`src/rtl/pw_pkg.sv`:
```
package pw_pkg;
  localparam int CPU_AW = 16;
  localparam int OFF_W  = 14;
  localparam int PAGE_W = 3;
  localparam int IDX_W  = CPU_AW - OFF_W;
  localparam int EXT_AW = PAGE_W + OFF_W;
  localparam int PAD_W  = EXT_AW - CPU_AW;

  typedef logic [CPU_AW-1:0] cpu_addr_t;
  typedef logic [OFF_W-1:0]  offset_t;
  typedef logic [PAGE_W-1:0] page_t;
  typedef logic [IDX_W-1:0]  win_idx_t;
  typedef logic [EXT_AW-1:0] ext_addr_t;

  // Window slot number of a CPU address (its top bits).
  function automatic win_idx_t slot_of(cpu_addr_t a);
    return a[CPU_AW-1:OFF_W];
  endfunction

  // Offset within a 16 KB page.
  function automatic offset_t offset_of(cpu_addr_t a);
    return a[OFF_W-1:0];
  endfunction

  // Linear (pass-through) mapping.
  function automatic ext_addr_t linear_of(cpu_addr_t a);
    return {{PAD_W{1'b0}}, a};
  endfunction

  // Paged mapping.
  function automatic ext_addr_t paged_of(page_t p, offset_t o);
    return {p, o};
  endfunction
endpackage

```
`src/rtl/pw_page_reg.sv`:
```
module pw_page_reg
  import pw_pkg::*;
#(
  parameter page_t RESET_PAGE = page_t'(2)
) (
  input  logic  clk,
  input  logic  rst_n,
  input  logic  we,
  input  page_t wdata,
  output page_t page_q
);
  always_ff @(posedge clk or negedge rst_n) begin
    if (!rst_n)  page_q <= RESET_PAGE;
    else if (we) page_q <= wdata;
  end
endmodule

```
`src/rtl/pw_window_decode.sv`:
```
module pw_window_decode
  import pw_pkg::*;
#(
  parameter win_idx_t WIN_INDEX = win_idx_t'(2)
) (
  input  cpu_addr_t addr,
  output logic      hit,
  output offset_t   offset
);
  assign hit    = (slot_of(addr) == WIN_INDEX);
  assign offset = offset_of(addr);
endmodule

```
`src/rtl/pw_addr_compose.sv`:
```
module pw_addr_compose
  import pw_pkg::*;
(
  input  cpu_addr_t addr,
  input  logic      hit,
  input  offset_t   offset,
  input  page_t     page,
  output ext_addr_t ext
);
  ext_addr_t linear_w;
  ext_addr_t paged_w;

  assign linear_w = linear_of(addr);
  assign paged_w  = paged_of(page, offset);
  assign ext      = hit ? paged_w : linear_w;
endmodule

```
`src/rtl/paged_window_xlate.sv`:
```
module paged_window_xlate
  import pw_pkg::*;
#(
  parameter page_t    RESET_PAGE = page_t'(2),
  parameter win_idx_t WIN_INDEX  = win_idx_t'(2)
) (
  input  logic                clk,
  input  logic                rst_n,
  input  logic [CPU_AW-1:0]   cpu_addr,
  input  logic                page_we,
  input  logic [PAGE_W-1:0]   page_wdata,
  output logic [PAGE_W-1:0]   page_rdata,
  output logic [EXT_AW-1:0]   ext_addr,
  output logic                win_hit
);
  page_t     page_cur;
  logic      window_hit_w;
  offset_t   window_off_w;
  ext_addr_t ext_w;

  pw_page_reg #(.RESET_PAGE(RESET_PAGE)) u_page (
    .clk    (clk),
    .rst_n  (rst_n),
    .we     (page_we),
    .wdata  (page_wdata),
    .page_q (page_cur)
  );

  pw_window_decode #(.WIN_INDEX(WIN_INDEX)) u_dec (
    .addr   (cpu_addr),
    .hit    (window_hit_w),
    .offset (window_off_w)
  );

  pw_addr_compose u_comp (
    .addr   (cpu_addr),
    .hit    (window_hit_w),
    .offset (window_off_w),
    .page   (page_cur),
    .ext    (ext_w)
  );

  assign page_rdata = page_cur;
  assign ext_addr   = ext_w;
  assign win_hit    = window_hit_w;
endmodule

```
`config.mk`:
```
export PLATFORM = sky130hd
export DESIGN_NAME = paged_window_xlate
export DESIGN_NICKNAME = d
export VERILOG_FILES = /design/src/rtl/pw_pkg.sv /design/src/rtl/pw_page_reg.sv /design/src/rtl/pw_window_decode.sv /design/src/rtl/pw_addr_compose.sv /design/src/rtl/paged_window_xlate.sv
export SDC_FILE = /design/constraint.sdc
export NUM_CORES = 1
export LEC_CHECK = 0
export BUFFER_PORTS_ARGS = -buffer_cell sky130_fd_sc_hd__clkbuf_2
export CAP_MARGIN = 20
export CORE_AREA = 10 10 47 49
export CTS_BUF_LIST = sky130_fd_sc_hd__clkbuf_4
export CTS_CLUSTER_DIAMETER = 80
export DETAILED_ROUTE_END_ITERATION = 6
export DIE_AREA = 0 0 57 59
export GPL_ROUTABILITY_DRIVEN = 1
export GPL_TIMING_DRIVEN = 0
export PLACE_DENSITY = 0.67
export SYNTH_ARGS = -nofsm -noshare
export SYNTH_HDL_FRONTEND = slang
export SYNTH_SLANG_ARGS = --single-unit
```
`constraint.sdc`:
```
create_clock -name clk -period 0.8 [get_ports clk]
set_input_delay 0.12 -clock clk [delete_from_list [all_inputs] [get_ports clk]]
set_output_delay 0.12 -clock clk [all_outputs]
set_load 0.05 [all_outputs]
```
Word-level counts from Yosys, hierarchy flattened --
Cells that the tools add are included.
Storage, ports and cells: flip-flop bits (word level) 3, latch bits 0, bits in writable memories 0, ROM bits 0, input bits 22, output and inout port bits 21, memories 0
Operators by class: add/sub/neg operators 0, multipliers 0, div/mod/pow operators 0, $lt $le $gt $ge 0, eq/ne operators 1, shift operators 0, multiplexer cells 1, bitwise logic cells 0, reductions and logical operators 0
Operators with widths (number):
- $mux W17 | 1
- $eq A2 B2 Y1 const B | 1

Longest topological paths before layout --
Gate-level depths: netlist (run 1).
word-level depth 2, mapped depth 1, gate-level depth less buffers 1

Cells and area by module --
From an unflattened synthesis (run 1), not the netlist that was laid out.
Unflattened totals: cells, all modules 40, area total of the unflattened synthesis 481.7 µm²
By module, submodules not included:
- pw_addr_compose | times used 1, cells each 19, area an instance 252.7 µm²
- pw_window_decode | times used 1, cells each 15, area an instance 118.9 µm²
- pw_page_reg | times used 1, cells each 6, area an instance 110.1 µm²

Least setup slack after synthesis (run 1) --
Ideal clock, no wire load.
kind register to output, start point register u_page.page_q[2], end point output port ext_addr[16], arrival time 1.149 ns, required time 0.680 ns, slack -0.469 ns, stages on the path, launching flop included 2, buffers on the path 0, path through dfrtp_1 -> and3b_1
On the way: word-level cells in the longest chain between the ends 1
RTL lines:
- from (decl) | line pw_page_reg.sv:10 | output page_t page_q
- from (signal assigned) | line pw_page_reg.sv:14 | else if (we) page_q <= wdata;
- $mux W17 | line pw_addr_compose.sv:15 | assign ext = hit ? paged_w : linear_w;
- to (decl) | line paged_window_xlate.sv:13 | output logic [EXT_AW-1:0] ext_addr,
No other way between the ends.

Worst setup path in the final report (run 1) --
start point register u_page.page_q[1], end point output port ext_addr[15]
The elaborated chain is that of the path after synthesis.

==> results of run 1 <==
==> worst paths after layout <==
check | from | to | slack, ps
worst max register to register | u_page.page_q[0]$_DFFE_PN0P_ | u_page.page_q[0]$_DFFE_PN0P_ | -110
worst min register to register | u_page.page_q[2]$_DFFE_PN0P_ | u_page.page_q[2]$_DFFE_PN0P_ | 570
max in group asynchronous | rst_n | u_page.page_q[1]$_DFFE_PN1P_ | 390
worst min-delay path | page_wdata[0] | u_page.page_q[0]$_DFFE_PN0P_ | 110
worst max-delay path | u_page.page_q[1]$_DFFE_PN1P_ | ext_addr[15] | -370
min in group asynchronous | rst_n | u_page.page_q[2]$_DFFE_PN0P_ | 200
==> synth_stat cells <==
master   count  area [um2]
a21o_1       1        7.51
and3b_1      1        8.76
buf_4       14         105
dfrtp_1      2        50.1
dfstp_2      1        26.3
mux2_2       3        33.8
nor2b_1      1        6.26
o21a_1       1        7.51
==> worst max-delay path: stages, from the launching register on <==
cell and delay, ps:
dfstp_2 530, o21a_4 130, clkbuf_16 150
==> cell families (layout without fill, tap and decap cells) <==
kind of cell	after synthesis	count (layout)
DFF	3	3
AOI/OAI and AO/OA	2	2
buffers and inverters	14	50
and+or+nand+nor	2	2
muxes	3	3
==> power groups by stage <==
stage | sequential [uW] | clock [uW] | combinational, uW
3_3_place_gp | 190 | 0 | 416
2_1_floorplan | 243 | 0 | 273
4_1_cts | 191 | 328 | 483
6_report | 191 | 317 | 522
5_1_grt | 193 | 354 | 546
3_5_place_dp | 192 | 0 | 420
==> final cells by class <==
type,count,area (um2),area share
sequential,3,78.8,0.137
multi-input combinational,7,82.6,0.143
timing repair buffer,32,260,0.451
tap,16,20.0,0.0347
buffer,14,105,0.182
clock buffer,4,30.0,0.0521
==> per-stage QoR <==
step | util | setup WS, ps
after detailed placement | 0.304 | -245
after global placement | 0.304 | -240
after global routing | 0.412 | -401
after CTS | 0.388 | -403
after floorplan | - | -260
final | 0.412 | -368
==> repair_timing <==
| item | in CTS | in global routing |
|---|---|---|
| endpoints found under the hold margin | 3 | 0 |
| buffers inserted | 1 | 2 |
| endpoints found under the setup margin | 7 | 9 |
| gates resized for setup | 13 | 9 |
| cloned | 0 | 0 |
| hold buffers | 1 | 0 |
| pin swaps | 1 | 0 |
==> cells in the final DEF, fill, tap and decap left out, drive strengths merged <==
cell / netlist / layout
clkbuf: 0 / 27
mux2: 3 / 3
and3b: 1 / 1
dfrtp: 2 / 2
nor2b: 1 / 1
dlygate4sd3: 0 / 1
o21a: 1 / 1
a21o: 1 / 1
dfstp: 1 / 1
buf: 14 / 22
==> metal layers <==
metal | track usage | share of wire | vias to the layer above
met1 | 0.0471 | 0.28 | 125
li1 | - | - | 136
met5 | 0 | 0 | -
met2 | 0.0899 | 0.47 | 36
met4 | 0.0503 | 0.018 | 0
met3 | 0.0730 | 0.24 | 2
==> results.cfg, run 1 <==
[run_status]
outcome = complete, but fails checks
violations = setup timing

[route]
viasPerCell = 3.93
drc_errors = 0
vias = 299
routedWlPerCell_um = 14.3
first_pass_iters = 1
drtIter0Drc = 0
ant_nets = 0
drt_wl_total_um = 1090

[setup_path]
critical_path.endpoint_type = output port
arrival_ps = 1050
startpoint_type = flip-flop
cp_data_required_time_ps = 680
worstSetupPathType = reg -> out
path_max_fanout = 2
r2r_cells = 2

[die]
die_x_um = 57
initial_core_util = 0.175
die_h_um = 59
die_area_um2 = 3360
core_area_um2 = 1400
rows = 14
io_pins = 43

[power]
clkPwrFrac = 0.308
internal-power_uw = 611
power_density_nw_per_um2 = 1780
comb_power_share = 0.507
p_switching_uw = 418
vdd_drop_max_uv = 797
total_power_uw = 1030
power_frac_seq = 0.185
cellLeakagePower_uw = 0.000315
sw_frac_of_total = 0.406

[grt]
grt_util_all_layers = 0.0635
grt_overflow = 0
grt_pass1_vias = 363
grt_antenna_before_repair = 0
grt_max_degree = 5
grt_pass1_wl_um = 1630

[run]
max-cap-violations = 0

[cts]
cts_root_buf = clkbuf_4
htree_levels = 1
insertion_delay_ps = 240
clk_pin_slew_ps = 40
cts.sinks = 3
cts_tree = done
cts-buffers-inserted = 3
cts_buffer_depth = 2

[timing]
finalSetupTns_ps = -1960
setup_violations = 9
report.final.slew_viol_count = 0
fin_crit_ps = 1170
finClkSkew_ps = 0
holdWs_ps = 114
finalCritPeriodShare = 1.46
worst_slack_ps = -368
grt_setup_unrepaired = true
relSlewSlack = 0.811
worstMarginPinSlew_ps = 285
hold_violations = 0
fmax_mhz = 856

[placement]
place_area_um2 = 427
place_congestion = 0.569
portBuffers = 28
dp_cells = 68

[final_layout]
n_antenna_cell = 0
area.growth.synth_to_final_pct = 135
fillers = 143
final_area_um2 = 577
largest_registers = u_page.page_q: 3 flops
regMostFlops = u_page.page_q
largest_register_ff_count = 3
nNetsFinal = 83
drive_gt1_frac = 0.983
finalNonFillerCells = 76

[synth]
synth_nets = 46
synth_compound_area_frac = 0.0612
ys_warn_count = 0
yosys.area_share.simple = 0.0612
syn_area_um2 = 245
seq_area_frac_synth = 0.311
synth_top_family_by_area = buffers and inverters
synth-seq-cells = 3
synth.area.mux_share = 0.138
synth.distinct_cells = 8
syn_avg_cell_area_um2 = 10.2
synth_xor_area_frac = 0
syn_inst = 24
synth_fa_ha_area_frac = 0

[min_path]
hp-class = in -> reg
hold_path_depth = 2
No activity file was read; power rests on OpenSTA's default activity.
==> run 2, diff against run 1 <==
--- a/config.mk
+++ b/config.mk
@@ -5,7 +5,8 @@
 export SDC_FILE = /design/constraint.sdc
 export NUM_CORES = 1
 export LEC_CHECK = 0
-export BUFFER_PORTS_ARGS = -buffer_cell sky130_fd_sc_hd__clkbuf_2
+export ABC_AREA = 1
+export BUFFER_PORTS_ARGS = -buffer_cell sky130_fd_sc_hd__buf_2
 export CAP_MARGIN = 20
 export CORE_AREA = 10 10 47 49
 export CTS_BUF_LIST = sky130_fd_sc_hd__clkbuf_4
@@ -14,7 +15,7 @@
 export DIE_AREA = 0 0 57 59
 export GPL_ROUTABILITY_DRIVEN = 1
 export GPL_TIMING_DRIVEN = 0
-export PLACE_DENSITY = 0.67
+export PLACE_DENSITY = 0.68
 export SYNTH_ARGS = -nofsm -noshare
 export SYNTH_HDL_FRONTEND = slang
 export SYNTH_SLANG_ARGS = --single-unit
==> constraint.sdc (replaced) <==
create_clock -name clk -period 1 [get_ports clk]
set_input_delay 0.15 -clock clk [delete_from_list [all_inputs] [get_ports clk]]
set_output_delay 0.15 -clock clk [all_outputs]
set_load 0.05 [all_outputs]
==> results.cfg, run 2 <==
[die]
die_h_um = 59
core_area_um2 = 1400
initial_core_util = 0.183
die_x_um = 57
rows = 14
die_area_um2 = 3360
io_pins = 43

[timing]
worst_slack_ps = -222
finClkSkew_ps = 0
worstMarginPinSlew_ps = 254
hold_violations = 0
report.final.slew_viol_count = 0
setup_violations = 4
fin_crit_ps = 1220
relSlewSlack = 0.832
fmax_mhz = 818
finalCritPeriodShare = 1.22
grt_setup_unrepaired = true
finalSetupTns_ps = -546

[cts]
cts_tree = done
cts-buffers-inserted = 3
clk_pin_slew_ps = 30
cts_root_buf = clkbuf_4
cts_buffer_depth = 2
insertion_delay_ps = 230
cts.sinks = 3
htree_levels = 1

[synth]
syn_inst = 37
yosysTopAreaCellShare = 0.410
synth_most_common_cell = buf_4
synth_top_cells_by_count = buf_4, nand2_1, inv_1
ys_warn_count = 0
async_reset_ff_frac = 1.00
syn_avg_cell_area_um2 = 6.93
synth_edf_count = 0
syn_area_um2 = 256
synth_ff_type = dfrtp_1
synth_nets = 59
seq_area_frac_synth = 0.298
synth-seq-cells = 3
synth.distinct_cells = 7
yosysTopAreaCell = buf_4
synthTopCellsByArea = buf_4, dfrtp_1, nand2_1

[final_layout]
regMostFlops = u_page.page_q
largest_register_ff_count = 3
n_antenna_cell = 0
area.growth.synth_to_final_pct = 114
drive_gt1_frac = 0.795
finalNonFillerCells = 89
largest_registers = u_page.page_q: 3 flops
nNetsFinal = 96
finalCoreUtilization = 0.391
final_cell_mix = buf_2, buf_4, nand2_1
layout_commonest_cell = buf_2

[route]
first_pass_iters = 2
drt_wl_total_um = 1030
drtIter0Drc = 4
wirelength_met1_um = 359
maxUsedRoutingLayer = met4
wl_met3_um = 165
routedWlPerCell_um = 11.5
drc_errors = 0
viasPerCell = 3.75
route.met2.wl_um = 496
vias = 334
ant_nets = 0

[run_status]
violations = setup timing
outcome = complete, but fails checks

[grt]
grt_max_degree = 5
grt_antenna_before_repair = 0
grt_pass1_wl_um = 1690
grt_pass1_vias = 412
grt_overflow = 0
grt_util_all_layers = 0.0643

[power]
vdd_drop_max_uv = 517
cellLeakagePower_uw = 0.000330
power_density_nw_per_um2 = 1400

[placement]
dp_slack_ps = -89.2
place_hpwl_um = 912
dp_cells = 81
portBuffers = 28
place_congestion = 0.645

[setup_path]
startpoint_type = flip-flop
critical_path.endpoint_type = output port
arrival_ps = 1070
path_max_fanout = 3
cp_data_required_time_ps = 850
worstSetupPathType = reg -> out

[min_path]
hp-class = in -> reg

[run]
max-cap-violations = 0
-- run 2: cell count changes in the layout (fill, tap and decap cells not counted), moves of 3 or more --
cell,change
buf_6,+3
nor2_4,+3
nand2_1,+11
clkbuf_2,-21
mux2_2,-3
buf_8,-3
buf_2,+21
inv_1,+3
-- run 2: worst paths after layout --
check                      cells after the start                            to  slack, ps                         start
max in group asynchronous                      2  u_page.page_q[1]$_DFFE_PN1P_        560                         rst_n
setup reg to reg                               3  u_page.page_q[2]$_DFFE_PN0P_        240  u_page.page_q[2]$_DFFE_PN0P_
hold reg to reg                                2  u_page.page_q[1]$_DFFE_PN1P_        500  u_page.page_q[1]$_DFFE_PN1P_
setup / recovery                               3                  ext_addr[15]       -220  u_page.page_q[1]$_DFFE_PN1P_
hold / removal                                 3  u_page.page_q[1]$_DFFE_PN1P_        120                 page_wdata[1]
min in group asynchronous                      2  u_page.page_q[2]$_DFFE_PN0P_        250                         rst_n
-- run 2: layer usage --
metal	vias up	track usage
li1	164	-
met1	141	0.0590
met2	27	0.0930
met3	2	0.0515
met4	0	0.0503
met5	-	0
-- run 2: repair_timing --
| action | in CTS | in global routing |
|---|---|---|
| hold buffers | 1 | 0 |
| gates resized for setup | 10 | 3 |
| buffers inserted | 2 | 1 |
| setup endpoints to repair | 6 | 5 |
| endpoints found under the hold margin | 3 | 0 |
| pin swaps | 1 | 0 |
-- run 2: layout make-up --
type                    instances  area, um2
plain buffers                  14        105
clock buffers                   4       30.0
fillers                       151        853
inverters                       5       18.8
multi-input cells              15       81.3
flip-flops and latches          3       78.8
well taps                      16       20.0
repair buffers                 32        214
-- run 2: report_power, final --
group          internal, uW  switching (uW)
Combinational           133             242
Clock                   177            63.5
Sequential              137            13.0
-- run 2: logic make-up (layout without fill, tap and decap cells) --
logic type	Yosys count	count (layout)	share of synthesized area
flip-flops	3	3	0.298
buffers and inverters	19	55	0.483
AND/OR/NAND/NOR	15	15	0.219
-- run 2: stage by stage --
stage / cell area [um2] / total power [uW] / hold WS, ps
6_report: 548 / 765 / 115
2_1_floorplan: 284 / 408 / -146
4_1_cts: 529 / 774 / 106
3_3_place_gp: 444 / 478 / -54.1
3_5_place_dp: 444 / 482 / -49.7
5_1_grt: 548 / 821 / 110
-- run 2: worst max-delay path, stage by stage, from the launching register on --
cell and delay (ps):
dfstp_2 570, nor2_4 40, nor2_4 70, buf_6 160
==> run 3, diff against run 2 <==
--- a/config.mk
+++ b/config.mk
@@ -5,17 +5,17 @@
 export SDC_FILE = /design/constraint.sdc
 export NUM_CORES = 1
 export LEC_CHECK = 0
-export ABC_AREA = 1
 export BUFFER_PORTS_ARGS = -buffer_cell sky130_fd_sc_hd__buf_2
 export CAP_MARGIN = 20
-export CORE_AREA = 10 10 47 49
+export CORE_MARGIN = 10
+export CORE_UTILIZATION = 30
 export CTS_BUF_LIST = sky130_fd_sc_hd__clkbuf_4
 export CTS_CLUSTER_DIAMETER = 80
 export DETAILED_ROUTE_END_ITERATION = 6
-export DIE_AREA = 0 0 57 59
-export GPL_ROUTABILITY_DRIVEN = 1
+export GPL_ROUTABILITY_DRIVEN = 0
 export GPL_TIMING_DRIVEN = 0
-export PLACE_DENSITY = 0.68
+export PLACE_DENSITY = 0.75
 export SYNTH_ARGS = -nofsm -noshare
 export SYNTH_HDL_FRONTEND = slang
+export SYNTH_HIERARCHICAL = 1
 export SYNTH_SLANG_ARGS = --single-unit
==> results.cfg, run 3 <==
[placement]
dp_cells = 98
portBuffers = 42
place_hpwl_um = 1140

[cts]
htree_levels = 1
cts-buffers-inserted = 3
cts_root_buf = clkbuf_4
clk_pin_slew_ps = 40
cts_tree = done
insertion_delay_ps = 240
cts_buffer_depth = 2
cts.sinks = 3

[timing]
grt_setup_unrepaired = true
fmax_mhz = 799
finClkSkew_ps = 0
relSlewSlack = 0.831
worst_slack_ps = -252
fin_crit_ps = 1250
setup_violations = 19
hold_violations = 0
report.final.slew_viol_count = 0
holdWs_ps = 137
worstMarginPinSlew_ps = 256
finalCritPeriodShare = 1.25

[synth]
seq_area_frac_synth = 0.158
synth_fa_ha_area_frac = 0
async_reset_ff_frac = 1.00
synth.area.mux_share = 0.514
synth_top_family_by_area = multiplexers
ys_warn_count = 6
synth_most_common_cell = buf_4
syn_area_um2 = 482
yosysTopAreaCell = mux2_4
synth.distinct_cells = 9
syn_avg_cell_area_um2 = 12.0
syn_inst = 40
synth_nets = 62
synth_xor_area_frac = 0
synth_edf_count = 0
yosysTopAreaCellShare = 0.281
synth_top_cells_by_count = buf_4, mux2_2, mux2_4
synth_compound_area_frac = 0
synth-seq-cells = 3
yosys.area_share.simple = 0.0442
synth_ff_type = dfrtp_1
synthTopCellsByArea = mux2_4, mux2_2, buf_4

[power]
clkPwrFrac = 0.230
p_switching_uw = 453
vdd_drop_max_uv = 613
cellLeakagePower_uw = 0.000540
internal-power_uw = 659
power_frac_seq = 0.133
total_power_uw = 1110
sw_frac_of_total = 0.408
power_density_nw_per_um2 = 1100
comb_power_share = 0.637

[final_layout]
area.growth.synth_to_final_pct = 110
n_antenna_cell = 0
drive_gt1_frac = 0.968
finalNonFillerCells = 110
nNetsFinal = 117
largest_registers = u_page/page_q: 3 flops
regMostFlops = u_page/page_q
final_cell_mix = buf_2, buf_4, buf_6, mux2_4, buf_8
largest_register_ff_count = 3

[run_status]
violations = setup timing
outcome = complete, but fails checks

[route]
ant_nets = 0
first_pass_iters = 2
routedWlPerCell_um = 14.9
drc_errors = 0
maxUsedRoutingLayer = met4
route.met2.wl_um = 851
drt_wl_total_um = 1640
vias = 479
viasPerCell = 4.35
wirelength_met1_um = 523
wl_met3_um = 237
drtIter0Drc = 5

[setup_path]
startpoint_type = input pin
path_max_fanout = 9
cp_cell_sequence = buf_6 -> nor2b_4 -> buf_8 -> clkbuf_16 -> mux2_4 -> buf_6
critical-path-max-stage-delay_ps = 300
critical_path.endpoint_type = output port
arrival_ps = 1100
cp_data_required_time_ps = 850
cpMostUsedCell = buf_6
critPathSlowestCell = mux2_4
worstSetupPathType = in -> out

[die]
die_area_um2 = 3610
die_h_um = 60.1
io_pins = 43
rows = 14
die_x_um = 60.1
core_area_um2 = 1510
initial_core_util = 0.320

[grt]
grt_pass1_wl_um = 2350
grt_antenna_before_repair = 0
grt_util_all_layers = 0.0858
grt_max_degree = 11
grt_pass1_vias = 499
grt_overflow = 0

[min_path]
hp-class = in -> reg

[run]
max-cap-violations = 0
==> run 3: cell count changes after synthesis, sizes merged <==
cell	change
and2	+1
buf	+2
inv	-5
mux2	+19
nand2	-12
nor2	-3
nor2b	+1
==> run 3: cell type report <==
class	count	area, um2
fill	118	494
timing repair buffer	50	458
multi-input combinational	21	288
buffer	16	140
sequential	3	76.3
clock buffer	4	30.0
tap	16	20.0
==> run 3: per-layer routing <==
layer | vias to the layer above | GRT usage
met5 | - | 0
met4 | 0 | 0.0288
met3 | 3 | 0.0530
met2 | 31 | 0.156
met1 | 214 | 0.0750
li1 | 231 | -
==> run 3: final timing paths <==
| kind | end | depth (start not counted) | slack, ps | startpoint |
|---|---|---|---|---|
| hold / removal | u_page/page_q[1]$_DFFE_PN1P_ | 2 | 140 | page_wdata[1] |
| setup reg to reg | u_page/page_q[0]$_DFFE_PN0P_ | 2 | 120 | u_page/page_q[0]$_DFFE_PN0P_ |
| max in group asynchronous | u_page/page_q[1]$_DFFE_PN1P_ | 2 | 550 | rst_n |
| setup / recovery | ext_addr[7] | 6 | -250 | cpu_addr[14] |
| min in group asynchronous | u_page/page_q[2]$_DFFE_PN0P_ | 2 | 260 | rst_n |
| hold reg to reg | u_page/page_q[2]$_DFFE_PN0P_ | 1 | 530 | u_page/page_q[2]$_DFFE_PN0P_ |
==> run 3: power groups by stage <==
stage | Combinational (uW) | Clock (uW) | Sequential (uW)
4_1_cts | 694 | 254 | 147
2_1_floorplan | 367 | 0 | 191
6_report | 708 | 256 | 147
3_5_place_dp | 534 | 0 | 147
3_3_place_gp | 527 | 0 | 147
5_1_grt | 740 | 277 | 150
==> run 3: kinds of logic (layout without fill, tap and decap cells) <==
group / Yosys count / in the layout
muxes: 19 / 19
DFF: 3 / 3
buffers and inverters: 16 / 70
and+or+nand+nor: 2 / 2
==> run 3: repair_timing <==
item                       CTS  global route
hold endpoints to repair     3             0
setup endpoints to repair   20            19
resized for setup           55             2
setup buffers                5             2
gates cloned                 0             1
pin swaps                    0             0
hold buffers                 1             0
==> run 3: critical path, delay by kind of cell <==
family        cells  cell delay, ps
buf+inv           4             540
mux               1             300
simple gates      1             120
==> run 3: stage by stage <==
stage / setup WS (ps) / util / TNS, ps / cell area [um2]
floorplan: -332 / - / -5170 / 482
global placement: -326 / 0.473 / -4620 / 712
detailed placement: -331 / 0.473 / -4710 / 712
CTS: -255 / 0.648 / -3910 / 976
global route: -283 / 0.672 / -4530 / 1010
finish: -252 / 0.672 / -3930 / 1010
